## src/rtl/kgate_pkg.sv

```systemverilog
package kgate_pkg;

  localparam int DATA_W   = 32;
  localparam int OFF_W    = 10;
  localparam int KEY_LSB  = 24;
  localparam int KEY_W    = 8;
  localparam logic [KEY_W-1:0] KEY_VALUE = 8'hAA;

  typedef enum logic [1:0] {
    WK_IDLE   = 2'd0,
    WK_ARM    = 2'd1,
    WK_STATUS = 2'd2,
    WK_TARGET = 2'd3
  } wr_kind_e;

  // key field of an arming word
  function automatic logic key_good(input logic [DATA_W-1:0] d);
    return d[KEY_LSB +: KEY_W] == KEY_VALUE;
  endfunction

  // offset field of an arming word
  function automatic logic [OFF_W-1:0] arm_offset(input logic [DATA_W-1:0] d);
    return d[OFF_W-1:0];
  endfunction

endpackage

```

## src/rtl/kgate_classify.sv

```systemverilog
module kgate_classify
  import kgate_pkg::*;
#(
  parameter int ADDR_W = 10,
  parameter logic [ADDR_W-1:0] ARM_ADDR  = '1,
  parameter logic [ADDR_W-1:0] STAT_ADDR = '0,
  parameter int CLR_BIT = 0
) (
  input  logic              wr_en,
  input  logic [ADDR_W-1:0] wr_addr,
  input  logic [DATA_W-1:0] wr_data,
  input  logic              wr_prot,
  input  logic              armed,
  input  logic [OFF_W-1:0]  armed_off,
  output wr_kind_e          kind,
  output logic              permit,
  output logic              arm_ok,
  output logic              arm_bad,
  output logic              violation,
  output logic              clear_req
);

  logic [ADDR_W-1:0] off_ext;
  logic              hit;

  assign off_ext = ADDR_W'(armed_off);
  assign hit     = armed && (off_ext == wr_addr);

  always_comb begin
    if (!wr_en)                    kind = WK_IDLE;
    else if (wr_addr == ARM_ADDR)  kind = WK_ARM;
    else if (wr_addr == STAT_ADDR) kind = WK_STATUS;
    else                           kind = WK_TARGET;
  end

  always_comb begin
    permit    = 1'b0;
    arm_ok    = 1'b0;
    arm_bad   = 1'b0;
    violation = 1'b0;
    clear_req = 1'b0;
    unique case (kind)
      WK_ARM: begin
        arm_ok  = key_good(wr_data);
        arm_bad = !key_good(wr_data);
      end
      WK_STATUS: clear_req = wr_data[CLR_BIT];
      WK_TARGET: begin
        permit    = !wr_prot || hit;
        violation = wr_prot && !hit;
      end
      default: ;
    endcase
  end

endmodule

```

## src/rtl/kgate_arm_reg.sv

```systemverilog
module kgate_arm_reg
  import kgate_pkg::*;
(
  input  logic             clk,
  input  logic             rst_n,
  input  logic             arm,
  input  logic             disarm,
  input  logic [OFF_W-1:0] new_off,
  output logic             armed,
  output logic [OFF_W-1:0] armed_off
);

  always_ff @(posedge clk or negedge rst_n) begin
    if (!rst_n) begin
      armed     <= 1'b0;
      armed_off <= '0;
    end else if (arm) begin
      armed     <= 1'b1;
      armed_off <= new_off;
    end else if (disarm) begin
      armed     <= 1'b0;
    end
  end

endmodule

```

## src/rtl/kgate_err_flag.sv

```systemverilog
module kgate_err_flag (
  input  logic clk,
  input  logic rst_n,
  input  logic set_err,
  input  logic clr_err,
  output logic flag
);

  always_ff @(posedge clk or negedge rst_n) begin
    if (!rst_n)       flag <= 1'b0;
    else if (set_err) flag <= 1'b1;
    else if (clr_err) flag <= 1'b0;
  end

endmodule

```

## src/rtl/keyed_write_gate.sv

```systemverilog
module keyed_write_gate
  import kgate_pkg::*;
#(
  parameter int ADDR_W = 10,
  parameter logic [ADDR_W-1:0] ARM_ADDR  = 10'h3F0,
  parameter logic [ADDR_W-1:0] STAT_ADDR = 10'h3F4,
  parameter int CLR_BIT = 0
) (
  input  logic              clk,
  input  logic              rst_n,
  input  logic              wr_en,
  input  logic [ADDR_W-1:0] wr_addr,
  input  logic [31:0]       wr_data,
  input  logic              wr_prot,
  output logic              wr_permit,
  output logic              err_flag
);

  wr_kind_e         kind;
  logic             armed;
  logic [OFF_W-1:0] armed_off;
  logic             ev_arm_ok;
  logic             ev_arm_bad;
  logic             ev_violation;
  logic             ev_clear;
  logic             ev_consume;
  logic             ev_set_err;

  kgate_classify #(
    .ADDR_W(ADDR_W), .ARM_ADDR(ARM_ADDR),
    .STAT_ADDR(STAT_ADDR), .CLR_BIT(CLR_BIT)
  ) cls_i (
    .wr_en(wr_en), .wr_addr(wr_addr), .wr_data(wr_data),
    .wr_prot(wr_prot), .armed(armed), .armed_off(armed_off),
    .kind(kind), .permit(wr_permit), .arm_ok(ev_arm_ok),
    .arm_bad(ev_arm_bad), .violation(ev_violation), .clear_req(ev_clear)
  );

  // every write except a good arming write closes the gate
  assign ev_consume = (kind != WK_IDLE) && !ev_arm_ok;
  assign ev_set_err = ev_violation || ev_arm_bad;

  kgate_arm_reg arm_i (
    .clk(clk), .rst_n(rst_n), .arm(ev_arm_ok), .disarm(ev_consume),
    .new_off(arm_offset(wr_data)), .armed(armed), .armed_off(armed_off)
  );

  kgate_err_flag err_i (
    .clk(clk), .rst_n(rst_n), .set_err(ev_set_err),
    .clr_err(ev_clear), .flag(err_flag)
  );

endmodule

```

## config.mk

```make
export PLATFORM = sky130hd
export DESIGN_NAME = keyed_write_gate
export DESIGN_NICKNAME = d
export VERILOG_FILES = /design/src/rtl/kgate_pkg.sv /design/src/rtl/kgate_classify.sv /design/src/rtl/kgate_arm_reg.sv /design/src/rtl/kgate_err_flag.sv /design/src/rtl/keyed_write_gate.sv
export SDC_FILE = /design/constraint.sdc
export NUM_CORES = 1
export LEC_CHECK = 0
export ABC_AREA = 0
export CORE_MARGIN = 5
export CORE_UTILIZATION = 37
export CTS_CLUSTER_SIZE = 14
export DETAILED_ROUTE_END_ITERATION = 6
export PLACE_DENSITY = 0.84
export SYNTH_ARGS = -nofsm -noshare
export SYNTH_HDL_FRONTEND = slang
export SYNTH_SLANG_ARGS = --single-unit
```

## constraint.sdc

```tcl
create_clock -name clk -period 3.6 [get_ports clk]
set_input_delay 0.72 -clock clk [delete_from_list [all_inputs] [get_ports clk]]
set_output_delay 0.72 -clock clk [all_outputs]
set_load 0.05 [all_outputs]
```

**After elaboration in Yosys (flattened, before gate mapping)**

Index checks and enable logic that the tools add are counted.

- Flip-flop bits (word level): 12
- Output and inout bits: 2
- Logic and storage cells: 34

- Eq/ne operators: 7
- Mux-type cells: 12
- Reduce and logical (&&, ||, !) cells: 12

Operators by type and width:

| operator | count |
|---|---|
| $eq 10x10->1 const B | 2 |
| $eq 10x10->1 | 1 |
| $mux 1 | 10 |
| $eq 8x8->1 const B | 1 |
| $reduce_bool 2->1 | 3 |
| $eq 2x2->1 const B | 2 |
| $logic_not 1->1 | 4 |
| $mux 2 | 2 |
| $logic_and 1x1->1 | 3 |
| $eq 2x1->1 const B | 1 |
| $logic_or 1x1->1 | 2 |

**Logic depth before layout (Yosys ltp)**

Gate-level depths: netlist (run 1).

- Depth after elaboration: 10
- Mapped depth: 5

**Cells and area by module**

Synthesis (run 1) repeated with hierarchy kept, for this count alone.

- Cells, all modules: 59
- Area, all modules: 744.5 sq um

Modules (own cells, without submodules):

| module | instances | cells an instance | area an instance (sq um) |
|---|---|---|---|
| kgate_arm_reg | 1 | 24 | 445.4 |
| kgate_classify | 1 | 30 | 246.5 |
| kgate_err_flag | 1 | 3 | 36.3 |
| keyed_write_gate | 1 | 2 | 16.3 |

**Worst setup path before layout (run 1)**

No wires, ideal clock.

- Path kind: input port to output port
- Start: in wr_addr[3]
- End: out wr_permit
- Arrival time: 1964 ps
- Data required time: 2880 ps
- Setup slack: 916 ps
- Stages: 4
- Cell sequence: xnor2_1 nand4_1 o31ai_1 nor2b_1

- Word-level cells in the longest chain between the ends: 6
- Elaborated cells on any way between the ends: 10
- Classes of those cells: 4 x eq/ne; 4 x mux; 2 x reduce/logical

Ends and longest elaborated chain:

| element | line | source |
|---|---|---|
| start, declared | keyed_write_gate.sv:12 | `input logic [ADDR_W-1:0] wr_addr,` |
| $eq 10x10->1 | kgate_classify.sv:32 | `else if (wr_addr == STAT_ADDR) kind = WK_STATUS;` |
| $mux 1 | kgate_classify.sv:32 |  |
| $mux 2 | kgate_classify.sv:31 | `else if (wr_addr == ARM_ADDR) kind = WK_ARM;` |
| $mux 2 | kgate_classify.sv:30 | `if (!wr_en) kind = WK_IDLE;` |
| $eq 2x2->1 | kgate_classify.sv:42 | `unique case (kind)` |
| $mux 1 (*) | kgate_classify.sv:42 |  |
| end, declared | keyed_write_gate.sv:15 | `output logic wr_permit,` |

Every way passes the cells marked *; elsewhere a longest branch is shown, timed or not.

**Worst setup path after layout (run 1)**

Same ends and word-level chain as after synthesis.

==> impl_metrics.csv, run 1 <==
group,metric,value,unit
finish,n_antenna_cell,0,
clocking,cts_buffer_depth,2,
global_routing,grt_max_degree,13,
power_and_ir_drop,power,269.7,uW
global_routing,grt_antenna_before_repair,0,
timing,fmax,350.5,MHz
finish,layout_common_cells,"clkdlybuf4s50_1, dfrtp_1, xnor2_1, mux2_4, nand2_1",
critical_path,criticalPathCategory,"in2out",
finish,final_area,1065,sq um
synth,yosysUniqueCellTypes,18,
clocking,cts_resized,0,
routing,via_count,539,
routing,drcViolationCount,0,
synth,synth-xor-area-share,0.1261,
synth,synth_seq_area_share,0.4324,
synth,synth_area_per_cell,12.63,sq um
clocking,clock_sinks,12,
timing,period_share,0.7925,
die,initial_core_util,0.3936,
critical_path,crit_arrival,2.13,ns
placed_design,place_inst,112,
clocking,htreeDepth,1,
critical_path,critical_path.slowest_cell,"clkdlybuf4s50_1",
clocking,root_buffer,"clkbuf_4",
timing,report.final.hold_viol_count,0,
die,die_h,53.32,um
clocking,cts_tree,"done",
timing,finalClockSkew,0.006341,ns
synth,synthMuxAreaShare,0.2108,
synth,synth_top_family_by_area,"multiplexers",
critical_path,crit_fanout,2,
routing,drt_iter0_drc,2,
global_routing,track_usage,0.1317,
power_and_ir_drop,pwr-share-comb,0.196,
timing,rsz0062_at_grt,"no",
power_and_ir_drop,p_per_area,253.3,nW/um^2
timing,fin_crit,2.853,ns
clocking,cts_made_buffers,3,
placed_design,portBuffers,33,
placed_design,dpl_cell_area,1042,sq um
timing,fin_tns_setup,0,ns
finish,final_common_cell,"clkdlybuf4s50_1",
routing,routed_wl,1537,um
synth,synth_area_leaders,"dfrtp_1, mux2_4, xnor2_1",
placed_design,hpwl,1348,um
critical_path,path_cells,"clkdlybuf4s50_1 > xnor2_1 > nand4_1 > o31ai_1 > nor2b_1 > buf_4",
synth,synthAdderAreaFrac,0,
finish,fin_nets,138,
power_and_ir_drop,p_clk_frac,0.304,
power_and_ir_drop,leakage,0.0004528,uW
power_and_ir_drop,p_sw_frac,0.2211,
timing,max_slew_margin,0.6393,
timing,setup_ws,0.7470,ns
synth,synth-simple-area-share,0.1730,
critical_path,cp.required,2.88,ns
power_and_ir_drop,vdd_drop_max,0.2014,mV
critical_path,cp.buffers_inverters,2,
timing,finalMaxSlewViolations,0,
global_routing,grt_remaining_overflow,0,
critical_path,slowest_delay,0.51,ns
power_and_ir_drop,seqPwrFrac,0.499,
finish,drive_gt1_frac,0.2000,
min_path,hp-class,"reg2reg",
power_and_ir_drop,switching_power,59.63,uW
outcome,outcome,"complete, no violations",
clocking,hold_buffers,0,
die,num_io_pins,48,
run,max_cap_viol_count,0,
critical_path,cp-start-kind,"input port",
die,die_x,53.32,um
clocking,post-cts-setup-buffers,0,
timing,tightest_slew,0.5394,ns
critical_path,cp_top_family,"buffers and inverters",
finish,layoutNonFillerInstCount,115,
routing,via_per_inst,4.687,
synth,synth.top_cell.area_share,0.4324,
synth,synth_cells,55,
synth,synth_seq_cells,12,
routing,wl_per_cell,13.37,um
die,rows,15,
placed_design,place_ws,0.7285,ns
global_routing,grt_pass1_vias,590,
routing,first_pass_iters,2,
synth,synth_compound_area_frac,0.03604,
critical_path,worst_setup_path_end_kind,"primary output",
synth,yosys.area.top_type,"dfrtp_1",
synth,ys_warn_count,0,
power_and_ir_drop,internal_power,210.1,uW
routing,postRouteAntennaNets,0,
clocking,clk_latency,0.27,ns
synth,synth.cell_area,694.4,sq um
die,design.die.area,2843,sq um
clocking,clkTransAtPathRegs,0.07,ns
placed_design,gp_congestion,0.7712,
global_routing,grt_pass1_wl,2532,um
die,coreArea,1764,sq um
finish,syn2layout_area_growth,53.33,%
synth,synth_nets,101,
timing,setup_viol,0,
[stage by stage]
step | util | hold slack, ns
floorplan | - | 0.4244
global placement | 0.5908 | 0.5169
detailed placement | 0.5908 | 0.5257
CTS | 0.6035 | 0.5410
global route | 0.6035 | 0.5632
finish | 0.6035 | 0.5357
[cells in the mapped netlist]
| master | count |
|---|---|
| o211ai_1 | 1 |
| inv_1 | 1 |
| and4_1 | 1 |
| and4b_1 | 1 |
| o21ai_0 | 2 |
| mux2_4 | 9 |
| nand4_1 | 3 |
| mux2_2 | 1 |
| and4bb_2 | 2 |
| buf_6 | 1 |
| xnor2_1 | 10 |
| o31ai_1 | 1 |
| dfrtp_1 | 12 |
| nand3_2 | 1 |
| nand2_1 | 4 |
| nor2b_1 | 2 |
| nor3_2 | 1 |
| nand3_1 | 2 |
[layer usage]
metal / part of all wire / GRT usage
met5: 0 / 0
met4: 0.0065 / 0.07660
met3: 0.081 / 0.04789
met2: 0.52 / 0.2204
met1: 0.39 / 0.1399
[power groups by stage]
stage / logic [uW] / registers, uW / clock network (uW)
6_report: 52.9 / 135 / 82.1
5_1_grt: 56.7 / 135 / 91.4
4_1_cts: 53.6 / 135 / 83.5
3_5_place_dp: 53.5 / 137 / 0
3_3_place_gp: 52.9 / 137 / 0
2_1_floorplan: 11.8 / 137 / 0
[sequential cells by signal, summed over array words and instances, names as in the netlist]
register,cells
arm_i.armed_off,10
arm_i.armed,1
err_i.flag,1
[worst paths after layout]
check | from | to | slack [ns] | depth (start not counted)
setup / recovery | wr_addr[3] | wr_permit | 0.75 | 6
hold / removal | arm_i.armed_off[9] | arm_i.armed_off[9] | 0.54 | 1
setup reg to reg | arm_i.armed_off[3] | err_i.flag | 2.39 | 4
hold reg to reg | arm_i.armed_off[9] | arm_i.armed_off[9] | 0.54 | 1
max in group asynchronous | rst_n | arm_i.armed_off[6] | 2.44 | 1
min in group asynchronous | rst_n | arm_i.armed_off[2] | 0.80 | 1
[kinds of logic (layout without fill, tap and decap cells)]
kind of cell	Yosys count	count (layout)
buffers and inverters	2	37
multiplexers	10	10
XOR/XNOR	10	10
flip-flops	12	12
AO/OA/AOI/OAI	4	4
AND/OR/NAND/NOR	17	17
[area by class of cell]
cell class | count | area [sq um]
tap | 25 | 31.28
multi-input combinational | 41 | 379.1
inverter | 1 | 3.754
fill | 165 | 699.4
sequential | 12 | 300.3
clock buffer | 3 | 22.52
timing repair buffer | 33 | 327.8
Power figures use the tool's default switching activity.
==> run 2: changes to the inputs <==
--- a/config.mk
+++ b/config.mk
@@ -7,10 +7,10 @@
 export LEC_CHECK = 0
 export ABC_AREA = 0
 export CORE_MARGIN = 5
-export CORE_UTILIZATION = 37
+export CORE_UTILIZATION = 31
 export CTS_CLUSTER_SIZE = 14
 export DETAILED_ROUTE_END_ITERATION = 6
-export PLACE_DENSITY = 0.84
+export PLACE_DENSITY = 0.75
 export SYNTH_ARGS = -nofsm -noshare
 export SYNTH_HDL_FRONTEND = slang
 export SYNTH_SLANG_ARGS = --single-unit
==> constraint.sdc (replaced) <==
create_clock -name clk -period 2.4 [get_ports clk]
set_input_delay 0.48 -clock clk [delete_from_list [all_inputs] [get_ports clk]]
set_output_delay 0.48 -clock clk [all_outputs]
set_load 0.05 [all_outputs]
==> run 2 against run 1 <==
  * Register-to-register slack got worse by 1.4 ns
  * Routed wire length increased by 12%
  * Critical path depth decreased by 1
  * Cell area increased by 13%
  * Global-route usage decreased by 2.3 points
  * Core utilization decreased by 4.8 points
  * Critical endpoint unchanged
  * Largest power group unchanged
  * Highest routed layer unchanged
==> impl_metrics.csv, run 2 (synthesis results as in run 1) <==
group,metric,value,unit
outcome,outcome,"complete, no violations",
clocking,cts_buffer_depth,2,
clocking,cts_tree,"done",
global_routing,grt_pass1_wl,2753,um
min_path,hp-class,"reg2reg",
power_and_ir_drop,power,452.2,uW
global_routing,grt_max_degree,13,
critical_path,path_cells,"xnor2_1 > nand4_1 > o31ai_4 > nor2b_4 > buf_12",
placed_design,place_inst,121,
finish,fin_nets,145,
clocking,htreeDepth,1,
die,design.die.area,3287,sq um
placed_design,dpl_cell_area,1116,sq um
placed_design,portBuffers,33,
run,max_cap_viol_count,0,
clocking,cts_made_buffers,3,
routing,via_per_inst,4.714,
power_and_ir_drop,leakage,0.0006021,uW
timing,fmax,474.2,MHz
finish,n_antenna_cell,0,
routing,drt_iter0_drc,2,
timing,finalMaxSlewViolations,0,
routing,drcViolationCount,0,
timing,tightest_slew,0.5243,ns
critical_path,cp_top_family,"flip-flops",
finish,layoutNonFillerInstCount,126,
critical_path,critical_path.slowest_cell,"dfrtp_1",
timing,period_share,0.8787,
routing,routed_wl,1718,um
routing,via_count,594,
finish,top_register,"arm_i.armed_off",
routing,wl_per_cell,13.63,um
routing,first_pass_iters,4,
finish,largest_reg_flops,10,
critical_path,cp.required,1.92,ns
critical_path,crit_fanout,2,
timing,report.final.hold_viol_count,0,
finish,layout_common_cells,"clkdlybuf4s50_1, dfrtp_1, xnor2_1, dlymetal6s2s_1, mux2_4",
timing,fin_crit,2.109,ns
die,die_x,57.33,um
critical_path,r2r_cells,5,
finish,final_common_cell,"clkdlybuf4s50_1",
placed_design,hpwl,1347,um
clocking,hold_buffers,0,
timing,setup_viol,0,
critical_path,cp-startpoint,"arm_i.armed_off[3]",
critical_path,slowest_delay,0.40,ns
die,die_h,57.33,um
clocking,root_buffer,"clkbuf_4",
critical_path,crit_arrival,1.63,ns
critical_path,r2r_setup_slack,1.04,ns
timing,rsz0062_at_grt,"no",
critical_path,criticalPathCategory,"reg2out",
die,num_io_pins,48,
finish,final_area,1206,sq um
routing,postRouteAntennaNets,0,
critical_path,worst_r2r_endpoint,"err_i.flag",
finish,syn2layout_area_growth,73.69,%
placed_design,gp_congestion,0.8131,
die,coreArea,2170,sq um
clocking,clk_latency,0.27,ns
critical_path,endpoint,"wr_permit",
global_routing,grt_antenna_before_repair,0,
clocking,clkTransAtPathRegs,0.07,ns
critical_path,cp-start-kind,"flop",
timing,max_slew_margin,0.6494,
power_and_ir_drop,p_per_area,374.9,nW/um^2
critical_path,crit_cells,5,
critical_path,r2r_start,"arm_i.armed_off[3]",
die,initial_core_util,0.3201,
finish,drive_gt1_frac,0.2857,
power_and_ir_drop,vdd_drop_max,0.2025,mV
timing,fin_tns_setup,0,ns
die,rows,17,
global_routing,grt_remaining_overflow,0,
min_path,whs_path_depth,1,
finish,final_core_util,0.5559,
timing,finalClockSkew,0.006588,ns
global_routing,grt_pass1_vias,628,
finish,largest_registers,"arm_i.armed_off (10), arm_i.armed (1), err_i.flag (1)",
clocking,clock_sinks,12,
critical_path,cp.buffers_inverters,1,
critical_path,worst_setup_path_end_kind,"primary output",
global_routing,track_usage,0.1089,
[run 2: changes by cell type in the layout (fill, tap and decap cells not counted), sizes merged]
| cell | previous run | this run |
|---|---|---|
| dlymetal6s2s | 0 | 10 |
| buf | 1 | 8 |
| clkbuf | 3 | 4 |
| clkdlybuf4s50 | 32 | 22 |
[run 2: how the worst min path moves through the flow]
| stage | startpoint | endpoint | slack (ns) |
|---|---|---|---|
| after floorplan | rst_n | arm_i.armed | 0.18 |
| after CTS | arm_i.armed_off[5] | arm_i.armed_off[5] | 0.54 |
| after detailed placement | arm_i.armed_off[5] | arm_i.armed_off[5] | 0.52 |
| after global routing | arm_i.armed_off[5] | arm_i.armed_off[5] | 0.55 |
| final | arm_i.armed_off[0] | arm_i.armed_off[0] | 0.54 |
| after global placement | arm_i.armed | arm_i.armed | 0.51 |
[run 2: final cells by class]
type | count | area (sq um)
Multi-Input combinational cell | 41 | 400.4
Clock buffer | 4 | 36.28
Fill cell | 189 | 963.4
Inverter | 1 | 3.754
Timing Repair Buffer | 40 | 430.4
Sequential cell | 12 | 300.3
Tap cell | 28 | 35.03
[run 2: repair_timing]
| item | CTS | global route |
|---|---|---|
| resized for setup | 2 | 12 |
| setup buffers | 0 | 1 |
| setup endpoints to repair | 1 | 1 |
| pin swaps | 0 | 7 |
| endpoints found under the hold margin | 0 | 0 |
[run 2: per-layer routing]
layer / wire, um / share of wire / GRT usage
met1: 751 / 0.44 / 0.1250
met2: 783 / 0.46 / 0.1794
met3: 172 / 0.10 / 0.05430
met4: 12 / 0.0070 / 0.02980
met5: 0 / 0 / 0
[run 2: power by group]
group	leakage, uW	total [uW]	switching, uW	internal (uW)
clock network	0.0000210	159	66.6	92.1
registers	0.000163	202	0.0211	202
logic	0.000419	91.4	29.0	62.3
total	0.000602	452	95.6	357
[run 2: per-stage QoR]
step	hold WS (ns)	setup slack, ns
6_report	0.5373	0.2911
5_1_grt	0.5509	0.1873
4_1_cts	0.5404	0.003718
3_5_place_dp	0.5203	-0.05690
3_3_place_gp	0.5133	-0.02802
2_1_floorplan	0.1844	0.1961
